===== src/rtl/dbs_pkg.sv =====
package dbs_pkg;
    localparam int OP_BYTES = 4;
    localparam int OP_W     = 8 * OP_BYTES;
    localparam int LANE_W   = 16;

    typedef enum logic {ST_IDLE, ST_BUS} dbs_state_e;

    // acknowledge pair codes (active low)
    localparam logic [1:0] ACK_WAIT  = 2'b11;
    localparam logic [1:0] ACK_PORT8 = 2'b10;
    localparam logic [1:0] ACK_PORT16 = 2'b01;
    localparam logic [1:0] ACK_RSVD  = 2'b00;
endpackage


===== src/rtl/dbs_ack_decode.sv =====
module dbs_ack_decode
    import dbs_pkg::*;
(
    input  logic [1:0] ack_n,
    input  logic       pair_ok,
    output logic       cyc_end,
    output logic       cyc_err,
    output logic [1:0] moved,
    output logic       take_low
);
    always_comb begin
        cyc_end  = 1'b0;
        cyc_err  = 1'b0;
        moved    = 2'd0;
        take_low = 1'b0;
        case (ack_n)
            ACK_PORT8: begin
                cyc_end = 1'b1;
                moved   = 2'd1;
            end
            ACK_PORT16: begin
                cyc_end  = 1'b1;
                moved    = pair_ok ? 2'd2 : 2'd1;
                take_low = 1'b1;
            end
            ACK_RSVD: cyc_err = 1'b1;
            default: ;
        endcase
    end
endmodule


===== src/rtl/dbs_wr_lanes.sv =====
module dbs_wr_lanes
    import dbs_pkg::*;
(
    input  logic [OP_W-1:0]   wbuf,
    input  logic              pair_ok,
    output logic [LANE_W-1:0] dout
);
    always_comb begin
        if (pair_ok) dout = wbuf[OP_W-1 -: 16];
        else         dout = {wbuf[OP_W-1 -: 8], wbuf[OP_W-1 -: 8]};
    end
endmodule


===== src/rtl/dbs_rd_merge.sv =====
module dbs_rd_merge
    import dbs_pkg::*;
(
    input  logic [OP_W-1:0]   rbuf,
    input  logic [LANE_W-1:0] din,
    input  logic [1:0]        moved,
    input  logic              odd_lane,
    output logic [OP_W-1:0]   rbuf_next
);
    logic [7:0] one_byte;
    always_comb begin
        one_byte = odd_lane ? din[7:0] : din[15:8];
        case (moved)
            2'd2:    rbuf_next = {rbuf[OP_W-17:0], din};
            2'd1:    rbuf_next = {rbuf[OP_W-9:0], one_byte};
            default: rbuf_next = rbuf;
        endcase
    end
endmodule


===== src/rtl/dyn_bus_sizer.sv =====
module dyn_bus_sizer
    import dbs_pkg::*;
#(
    parameter int ADDR_W = 24
) (
    input  logic              clk,
    input  logic              rst_n,
    input  logic              req_valid,
    input  logic              req_write,
    input  logic [1:0]        req_size,
    input  logic [ADDR_W-1:0] req_addr,
    input  logic [OP_W-1:0]   req_wdata,
    output logic              req_ready,
    output logic              bus_cyc,
    output logic              bus_write,
    output logic [ADDR_W-1:0] bus_addr,
    output logic [1:0]        bus_size,
    output logic [LANE_W-1:0] bus_dout,
    input  logic [LANE_W-1:0] bus_din,
    input  logic [1:0]        ack_n,
    output logic              done,
    output logic              err,
    output logic [OP_W-1:0]   rdata
);
    typedef struct packed {
        dbs_state_e        st;
        logic              wr;
        logic [ADDR_W-1:0] addr;
        logic [2:0]        rem;
        logic [OP_W-1:0]   wbuf;
        logic [OP_W-1:0]   rbuf;
        logic              done;
        logic              err;
    } regs_t;

    regs_t r_q, r_d;

    logic        pair_ok;
    logic        cyc_end, cyc_err, take_low;
    logic [1:0]  moved;
    logic [OP_W-1:0] rbuf_next;

    assign pair_ok = (r_q.rem >= 3'd2) && !r_q.addr[0];

    dbs_ack_decode u_dec (
        .ack_n    (ack_n),
        .pair_ok  (pair_ok),
        .cyc_end  (cyc_end),
        .cyc_err  (cyc_err),
        .moved    (moved),
        .take_low (take_low)
    );

    dbs_wr_lanes u_lanes (
        .wbuf    (r_q.wbuf),
        .pair_ok (pair_ok),
        .dout    (bus_dout)
    );

    dbs_rd_merge u_merge (
        .rbuf      (r_q.rbuf),
        .din       (bus_din),
        .moved     (moved),
        .odd_lane  (take_low && r_q.addr[0]),
        .rbuf_next (rbuf_next)
    );

    always_comb begin
        r_d      = r_q;
        r_d.done = 1'b0;
        r_d.err  = 1'b0;
        case (r_q.st)
            ST_IDLE: begin
                if (req_valid) begin
                    r_d.st   = ST_BUS;
                    r_d.wr   = req_write;
                    r_d.addr = req_addr;
                    r_d.rbuf = '0;
                    case (req_size)
                        2'b00: begin
                            r_d.rem  = 3'd1;
                            r_d.wbuf = {req_wdata[7:0], 24'h0};
                        end
                        2'b01: begin
                            r_d.rem  = 3'd2;
                            r_d.wbuf = {req_wdata[15:0], 16'h0};
                        end
                        default: begin
                            r_d.rem  = 3'd4;
                            r_d.wbuf = req_wdata;
                        end
                    endcase
                end
            end
            ST_BUS: begin
                if (cyc_err) begin
                    r_d.st  = ST_IDLE;
                    r_d.err = 1'b1;
                end else if (cyc_end) begin
                    r_d.addr = r_q.addr + ADDR_W'(moved);
                    r_d.rem  = r_q.rem - {1'b0, moved};
                    r_d.wbuf = (moved == 2'd2) ? {r_q.wbuf[OP_W-17:0], 16'h0}
                                               : {r_q.wbuf[OP_W-9:0], 8'h0};
                    if (!r_q.wr) r_d.rbuf = rbuf_next;
                    if (r_q.rem == {1'b0, moved}) begin
                        r_d.st   = ST_IDLE;
                        r_d.done = 1'b1;
                    end
                end
            end
            default: r_d.st = ST_IDLE;
        endcase
    end

    always_ff @(posedge clk or negedge rst_n) begin
        if (!rst_n) begin
            r_q <= '{st: ST_IDLE, wr: 1'b0, addr: '0, rem: 3'd0,
                     wbuf: '0, rbuf: '0, done: 1'b0, err: 1'b0};
        end else begin
            r_q <= r_d;
        end
    end

    assign req_ready = (r_q.st == ST_IDLE);
    assign bus_cyc   = (r_q.st == ST_BUS);
    assign bus_write = bus_cyc && r_q.wr;
    assign bus_addr  = r_q.addr;
    assign bus_size  = r_q.rem[1:0];
    assign done      = r_q.done;
    assign err       = r_q.err;
    assign rdata     = r_q.rbuf;
endmodule


===== config.mk =====
export PLATFORM = sky130hd
export DESIGN_NAME = dyn_bus_sizer
export DESIGN_NICKNAME = d
export VERILOG_FILES = /design/src/rtl/dbs_pkg.sv /design/src/rtl/dbs_ack_decode.sv /design/src/rtl/dbs_wr_lanes.sv /design/src/rtl/dbs_rd_merge.sv /design/src/rtl/dyn_bus_sizer.sv
export SDC_FILE = /design/constraint.sdc
export NUM_CORES = 1
export LEC_CHECK = 0
export BUFFER_PORTS_ARGS = -buffer_cell sky130_fd_sc_hd__buf_2
export CAP_MARGIN = 20
export CORE_ASPECT_RATIO = 0.8
export CORE_MARGIN = 2
export CORE_UTILIZATION = 45
export CTS_CLUSTER_SIZE = 12
export DETAILED_ROUTE_END_ITERATION = 12
export HOLD_SLACK_MARGIN = 0.05
export PLACE_DENSITY = 0.8
export SLEW_MARGIN = 10
export SYNTH_ARGS = -nofsm -noshare
export SYNTH_HDL_FRONTEND = slang
export SYNTH_HIERARCHICAL = 1
export SYNTH_SLANG_ARGS = --single-unit

===== constraint.sdc =====
create_clock -name clk -period 2.4 [get_ports clk]
set_input_delay 0.12 -clock clk [delete_from_list [all_inputs] [get_ports clk]]
set_output_delay 0.12 -clock clk [all_outputs]
set_load 0.005 [all_outputs]

* Word level (Yosys, flattened, before mapping)
Cells that the tools add are included.
** Word-level totals
- Flip-flop bits (word level) :: 95
- Logic and storage cells :: 55
- Output and inout bits :: 79
** Cells by class
- Eq/ne operators :: 11
- Multiplexer cells :: 22
- Bitwise operators :: 1
- Reduce and logical (&&, ||, !) cells :: 10
- $add $sub $neg :: 2
- Magnitude comparators :: 1
** Operators with widths (count)
- 2-to-1 mux 92 bit :: 2
- case mux 91 bit (2 select lines) :: 1
- 2-to-1 mux 93 bit :: 1
- case mux 35 bit (2 select lines) :: 1
- 2-to-1 mux 32 bit :: 2
- case mux 32 bit (2 select lines) :: 1
- adder 24 x 2 -> 24 bit :: 1
- 2-to-1 mux 8 bit :: 2
- 2-to-1 mux 1 bit :: 8
- equality test 2 x 1 -> 1 bit, second input constant :: 3
- != test 2 bit, second input constant :: 3
- AND reduction 5 bit :: 1
- equality test 2 bit, second input constant :: 2
- zero test 2 bit :: 2
- 2-to-1 mux 2 bit :: 2
- case mux 2 bit (2 select lines) :: 1
- equality test 3 x 2 -> 1 bit :: 1
- greater-or-equal comparator 3 x 2 -> 1 bit, second input constant :: 1
- logical AND 1 bit :: 3
- != test 3 x 1 -> 1 bit, second input constant :: 1
- AND reduction 3 bit :: 1
- subtractor 3 x 2 -> 3 bit :: 1
- != test 2 x 1 -> 1 bit, second input constant :: 1
- case mux 1 bit (2 select lines) :: 1
- other kinds (4) :: 4

* Depth between registers and ports, before layout
Gate-level depths: netlist of the first run.
- Depth after elaboration :: 10
- Depth in mapped cells :: 11
- Mapped depth without buffers :: 10

* Cells and area by module
The synthesis of the first run kept the hierarchy.
** By module, submodules not included
- dyn_bus_sizer :: cells each 523, sequential area each 2377.3 um^2, times used 1, area an instance 5243.8 um^2
- dbs_rd_merge :: cells each 124, sequential area each 0.0 um^2, times used 1, area an instance 805.8 um^2
- dbs_wr_lanes :: cells each 17, sequential area each 0.0 um^2, times used 1, area an instance 191.4 um^2
- dbs_ack_decode :: cells each 9, sequential area each 0.0 um^2, times used 1, area an instance 77.6 um^2

* Least setup slack after synthesis of the first run
OpenSTA, ideal clock, no wires.
- Path type :: register -> register
- From :: register r_q, in the netlist bus_size[1]
- To :: register r_q, in the netlist bus_addr[17]
- Stages on the path, launching flop included :: 10
- Required time :: 2.261 ns
- Library setup time :: 0.139 ns
- Arrival time :: 2.210 ns
- Buffers on the path :: 1
- Slack :: 0.050 ns
- Path through :: dfrtp_1 > nor2_1 > nor2_1 > and2_1 > ha_1 > a21oi_1 > or4_1 > buf_2 > o311ai_2 > o311ai_1
** On the way
- Word-level cells in the longest chain between the ends :: 8
** Ends and longest elaborated chain
- from (decl) :: RTL line dyn_bus_sizer.sv:36 : regs_t r_q, r_d;
- from (signal assigned) :: RTL line dyn_bus_sizer.sv:117 : r_q <= '{st: ST_IDLE, wr: 1'b0, addr: '0, rem: 3'd0,
- from (signal assigned) :: RTL line dyn_bus_sizer.sv:120 : r_q <= r_d;
- greater-or-equal comparator 3 x 2 -> 1 bit :: RTL line dyn_bus_sizer.sv:43 : assign pair_ok = (r_q.rem >= 3'd2) && !r_q.addr[0];
- logical AND 1 bit :: RTL line dyn_bus_sizer.sv:43
- named net pair_ok :: RTL line dyn_bus_sizer.sv:38 : logic pair_ok;
- 2-to-1 mux 2 bit :: RTL line dbs_ack_decode.sv:23 : moved = pair_ok ? 2'd2 : 2'd1;
- case mux 2 bit (2 select lines) :: RTL line dbs_ack_decode.sv:16 : case (ack_n)
- named net moved[1] :: RTL line dyn_bus_sizer.sv:40 : logic [1:0] moved;
- adder 24 x 2 -> 24 bit :: RTL line dyn_bus_sizer.sv:100 : r_d.addr = r_q.addr + ADDR_W'(moved);
- 2-to-1 mux 92 bit :: RTL line dyn_bus_sizer.sv:99 : end else if (cyc_end) begin
- 2-to-1 mux 92 bit :: RTL line dyn_bus_sizer.sv:96 : if (cyc_err) begin
- case mux 91 bit (2 select lines) :: RTL line dyn_bus_sizer.sv:72 : case (r_q.st)
The timed path passes the listed nets, and every way through them passes these cells. The select of a mux whose other input is x is not followed.
A chain may end at the register's enable or synchronous reset.

* Worst setup path in the final report of the first run
- From :: register r_q, in the netlist bus_size[1]
- To :: register r_q, in the netlist bus_addr[18]
Same word-level chain as after synthesis.

==> out/metrics.yaml, run 1 <==
p_per_area_nw_per_um2: 987
period_share_pct: 96.8
diodes: 0
yosysWarnings: 6
dieArea_sq_um: 15000
layout_commonest_cell: "buf_2"
grt_pass1_wl_microns: 27900
setup_slack_ps: 77.3
start_kind: "flip-flop"
synth_nets: 765
required_ps: 2630
switching_share_pct: 39.4
hold_depth: 2
period_needed_ps: 2320
nNetsFinal: 881
multiInputGateArea_sq_um: 3230
drv_slew: 0
areaGrowthSynthToFinish_pct: 20.4
cts_tree: "done"
ant_nets: 0
synthesis.area_sq_um: 6320
p_leak_nw: 3.51
antenna_found_initial: 0
grt_start_max_net_pins: 48
wirelength_microns: 17500
pwr-share-clk_pct: 20.7
ios: 159
internal-power_w: 0.00455
path_clk_slew_ps: 70
cp.arrival_ps: 2560
synth-seq-cells: 95
placed_area_sq_um: 6820
die_y_microns: 110
clk_latency_ps: 330
final_core_util_pct: 55.7
remaining_drc_errors: 0
ys_seq_area_share_pct: 37.6
p_switching_w: 0.00296
cp_max_fo: 6
critPathKind: "flip-flop to flip-flop"
gp_congestion: 0.855
rsz0062_at_grt: "yes"
hold_path_class: "primary input to flip-flop"
dp_slack_ps: -43.6
numCtsBuffers: 9
core_area_sq_um: 13600
cts_sinks: 95
layout-drive-gt1-share_pct: 31.4
nFillCells: 1226
post_drt_wl_per_cell_microns: 17.9
grtUsageTotal_pct: 23.4
pwr-share-comb_pct: 42.6
synthFlopType: "dfrtp_1"
tns_ps: 0
grt_overflow: 0
numPortBuffers: 158
regArea_sq_um: 2380
hold_violations: 0
vias: 5680
ys_types: 60
grt_pass1_vias: 5353
status: "finished, final reports clean"
final_cell_area_sq_um: 7600
max_cap_violations: 0
max_freq_ghz: 0.431
worst_pin_slew_ps: 742
slew_headroom_pct: 50.5
dpl.hpwl_microns: 11900
rows: 38
skew_ps: 7.49
cts_buffer_depth: 2
cts_root_buffer: "clkbuf_16"
final_cell_mix: "buf_2 (157), dfrtp_1 (95), nand2_1 (92)"
avgSynthCellArea_sq_um: 9.39
reg2regPathDepth: 10
ir_drop_v: 0.000550
first_iter_violations: 560
seqPwrFrac_pct: 36.7
dr.pass1.iters: 5
initial_core_util_pct: 46.3
via_per_inst: 5.83
postSynthCellCount: 673
async_flop_share_pct: 100
die_x_microns: 136
htree_levels: 3
endpoint_kind: "flip-flop"
setup_violations: 0
synth_edf_count: 0
[timing repair]
action	4_1_cts	5_1_grt
gates resized for setup	2	19
pin swaps	0	7
endpoints found under the hold margin	61	0
endpoints found under the setup margin	2	19
buffers inserted	0	2
hold buffers	34	0
[sequential cells by signal, indices dropped and copies added, names as in the netlist]
register  flops
r_q          34
rdata        32
bus_addr     24
bus_size      2
bus_cyc       1
done          1
err           1
[through the flow]
stage,cells,total power (W),hold WS (ps)
6_report,974,0.00751,71.3
5_1_grt,974,0.00802,52.7
4_1_cts,972,0.00740,50.9
3_5_place_dp,922,0.00576,50.2
3_3_place_gp,922,0.00570,48.2
2_1_floorplan,673,0.00498,-176
[cells in the mapped netlist (all sizes together), types with 10 or more instances]
master	instances	share of area (%)
inv	10	0.59
a22o	40	5.5
nand2	93	5.6
nand3b	14	1.7
clkbuf	21	1.2
mux2i	31	4.9
o211ai	11	1.3
a21oi	11	0.87
and2	10	0.99
dfrtp	95	38
ha	10	2.0
o21ai	41	3.2
nand3	12	1.0
mux2	16	3.3
nor2	20	1.2
a22oi	54	6.5
nor4	10	1.1
buf	98	11
[critical path, stage by stage (launching register included)]
cell,delay (ps)
dfrtp_1,390
nor2_2,120
nor2_2,50
nor2b_1,130
o21a_1,200
ha_4,160
fa_2,250
nand3_4,110
nor4_4,450
nand2_1,130
o311ai_2,230
[power groups by stage]
stage	clock [W]	combinational, W	sequential [W]
finish	0.00155	0.00320	0.00276
global route	0.00166	0.00352	0.00285
CTS	0.00160	0.00308	0.00272
detailed placement	0	0.00301	0.00274
global placement	0	0.00297	0.00273
floorplan	0	0.00243	0.00255
[area by class of cell]
class | count | share of cell area [%]
clock buffer | 10 | 3.01
sequential | 95 | 31.3
tap | 180 | 2.96
inverter | 10 | 0.494
timing repair buffer | 224 | 18.6
clock inverter | 6 | 1.20
multi-input combinational | 449 | 42.5
[per-layer routing]
metal	GRT usage [%]	vias up	wire length (microns)
li1	-	2650	-
met1	33.4	2764	7960
met2	36.8	252	8090
met3	4.62	14	1220
met4	5.51	0	202
met5	0	-	0
[worst paths after layout]
kind | start | endpoint | slack (ps)
worst max-delay path | bus_size[1]$_DFFE_PN0P_ | bus_addr[18]$_DFFE_PN0P_ | 80
worst min-delay path | req_wdata[6] | r_q[40]$_DFFE_PN0P_ | 70
worst max register to register | bus_size[1]$_DFFE_PN0P_ | bus_addr[18]$_DFFE_PN0P_ | 80
worst min register to register | r_q[93]$_DFFE_PN0P_ | r_q[93]$_DFFE_PN0P_ | 470
max in group asynchronous | rst_n | bus_addr[0]$_DFFE_PN0P_ | 1490
min in group asynchronous | rst_n | rdata[27]$_DFFE_PN0P_ | 230
[cell families (layout without fill, tap and decap cells)]
group / Yosys count / after routing / synth area share, %
multiplexers: 47 / 47 / 8.24
AND/OR/NAND/NOR: 194 / 194 / 15.4
buffers and inverters: 129 / 250 / 13.1
AO/OA/AOI/OAI: 195 / 195 / 22.9
XOR/XNOR: 1 / 1 / 0.139
adder cells (fa/ha/maj): 12 / 12 / 2.61
flip-flops: 95 / 95 / 37.6
No activity file was read; power rests on OpenSTA's default activity.
==> run 2: changes to the inputs <==
==> constraint.sdc (replaced) <==
create_clock -name clk -period 2.1 [get_ports clk]
set_input_delay 0.105 -clock clk [delete_from_list [all_inputs] [get_ports clk]]
set_output_delay 0.105 -clock clk [all_outputs]
set_load 0.005 [all_outputs]
==> out/metrics.yaml, run 2 (synthesis results as in run 1) <==
rrSetupSlack_ps: -110  # -180 ps
hold-path-endpoint: "r_q[51]$_DFFE_PN0P_"
reg2regPathDepth: 10  # unchanged
drv_slew: 0  # unchanged
hold_depth: 3  # +1
nNetsFinal: 917  # +4.1%
areaGrowthSynthToFinish_pct: 32.9
cts_tree: "done"
setup_violations: 30  # +30
worst_pin_slew_ps: 550  # -192 ps
grt_overflow: 0  # unchanged
wirelength_microns: 18900  # +8.4%
diodes: 0  # unchanged
max_freq_ghz: 0.453  # +5.3%
crit_top_cell: "nor2_2"
nFillCells: 1101  # -10%
core_area_sq_um: 13600  # unchanged
dr.pass1.iters: 5  # unchanged
largest_reg_flops: 34  # unchanged
initial_core_util_pct: 46.3  # unchanged
r2r-end: "bus_addr[17]$_DFFE_PN0P_"
grt_pass1_vias: 5287  # -1.2%
layout_commonest_cell: "buf_2"
grt_pass1_wl_microns: 28100  # +0.94%
via_per_inst: 5.85  # +0.36%
top_register: "r_q"
path_buf_inv: 1  # +1
final_core_util_pct: 61.5  # +5.8 points
hold_violations: 0  # unchanged
max_cap_violations: 0  # unchanged
required_ps: 2320  # -310 ps
dieArea_sq_um: 15000  # unchanged
max_stage_delay_ps: 500  # +50 ps
layout-drive-gt1-share_pct: 40.2  # +8.9 points
cp.arrival_ps: 2430  # -130 ps
status: "finished with violations"
ant_nets: 0  # unchanged
reg2reg_from: "bus_size[1]$_DFFE_PN0P_"
numPortBuffers: 158  # unchanged
vias: 5911  # +4.1%
crit_slowest_cell: "or4_4"
post_drt_wl_per_cell_microns: 18.8  # +4.5%
die_y_microns: 110  # unchanged
placed_area_sq_um: 7050  # +3.4%
period_needed_ps: 2210  # -117 ps
antenna_found_initial: 0  # unchanged
cp_max_fo: 5  # -1
gp_congestion: 0.817  # -4.3%
setup_slack_ps: -106  # -183 ps
start_kind: "flip-flop"
final_cell_area_sq_um: 8400  # +10%
cts_sinks: 95  # unchanged
critPathTopFamily: "simple AND/OR/NAND/NOR gates"
hold_path_class: "primary input to flip-flop"
skew_ps: 10.5  # +3.02 ps
period_share_pct: 105  # +8.3 points
ios: 159  # unchanged
die_x_microns: 136  # unchanged
critPathKind: "flip-flop to flip-flop"
path_clk_slew_ps: 70  # about the same
remaining_drc_errors: 0  # unchanged
min_from: "req_wdata[17]"
grt_start_max_net_pins: 96  # +100%
cp_cell_sequence: "nor2_2 -> nor2_2 -> nor2b_1 -> o21a_1 -> ha_4 -> buf_6 -> a21oi_4 -> or4_4 -> o311ai_4 -> o311ai_1"
grtUsageTotal_pct: 24.0  # +0.57 points
dpl.hpwl_microns: 12100  # +1.5%
p_leak_nw: 3.85  # +9.7%
p_per_area_nw_per_um2: 1100  # +11%
cts_root_buffer: "clkbuf_16"
final_cell_mix: "buf_2 (157), dfrtp_1 (95), nand2_1 (76)"
rows: 38  # unchanged
ir_drop_v: 0.000689  # +25%
endpoint_kind: "flip-flop"
violations: "setup timing"
first_iter_violations: 548  # -2.1%
htree_levels: 3  # unchanged
rsz0062_at_grt: "yes"
clk_latency_ps: 350  # +20 ps
numCtsBuffers: 9  # unchanged
cts_buffer_depth: 2  # unchanged
slew_headroom_pct: 63.3  # +13 points
[run 2: cell count changes in the layout (fill, tap and decap cells not counted), moves of 12 or more]
cell / delta
a22oi_1: -15
nand2_1: -16
nand2_2: +13
a22oi_2: +15
buf_6: +12
[run 2: report_power, final]
part | total, W | switching, W | internal [W]
clock network | 0.00168 | 0.000721 | 0.000962
registers | 0.00314 | 0.000727 | 0.00241
logic | 0.00441 | 0.00223 | 0.00219
total | 0.00923 | 0.00368 | 0.00556
[run 2: worst max path at each step]
stage | startpoint | to | slack (ps) | depth (start not counted)
4_1_cts | r_q[68]$_DFFE_PN0P_ | bus_addr[18]$_DFFE_PN0P_ | -80 | 11
5_1_grt | bus_size[1]$_DFFE_PN0P_ | bus_addr[17]$_DFFE_PN0P_ | -190 | 10
3_3_place_gp | r_q[68]$_DFFE_PN0P_ | bus_addr[18]$_DFFE_PN0P_ | -100 | 10
3_5_place_dp | r_q[68]$_DFFE_PN0P_ | bus_addr[18]$_DFFE_PN0P_ | -190 | 10
6_report | bus_size[1]$_DFFE_PN0P_ | bus_addr[17]$_DFFE_PN0P_ | -110 | 10
2_1_floorplan | r_q[68]$_DFFE_PN0P_ | bus_addr[17]$_DFFE_PN0P_ | -70 | 10
[run 2: layout make-up]
type                       count  area, sq um  area share (%)
clock inverter                 4         53.8           0.641
inverter                      10         40.0           0.477
timing repair buffer         260         1910            22.7
sequential                    95         2380            28.3
clock buffer                  12          246            2.94
tap                          180          225            2.68
multi-input combinational    449         3550            42.3
[run 2: what timing repair did]
item / 4_1_cts / 5_1_grt
endpoints found under the setup margin: 43 / 68
hold endpoints to repair: 133 / 0
cloned: 0 / 4
buffers inserted: 3 / 12
gates resized for setup: 18 / 95
pin swaps: 10 / 45
hold buffers: 39 / 0
[run 2: layer usage]
layer	vias up	GRT usage (%)	wire length, microns
li1	2721	-	-
met4	0	4.91	218
met3	25	4.98	1290
met2	225	36.5	8900
met1	2940	35.4	8540
met5	-	0	0
[run 2: metrics by stage]
step | cells | power [W] | hold slack (ps) | TNS, ps | setup WS [ps]
5_1_grt | 1010 | 0.00983 | 79.5 | -5200 | -185
6_report | 1010 | 0.00923 | 49.1 | -1380 | -106
3_5_place_dp | 936 | 0.00682 | 210 | -3120 | -190
2_1_floorplan | 673 | 0.00576 | -191 | -313 | -65.0
3_3_place_gp | 936 | 0.00674 | 206 | -685 | -103
4_1_cts | 994 | 0.00869 | 59.4 | -391 | -84.6
[run 2: worst reg2reg max path: cells and delay by family (launching register included)]
kind,cells,cell delay [ps]
adder cells (fa/ha/maj),1,170
buffers and inverters,1,100
flip-flops,1,390
AND/OR/NAND/NOR,4,780
AO/OA/AOI/OAI,4,650
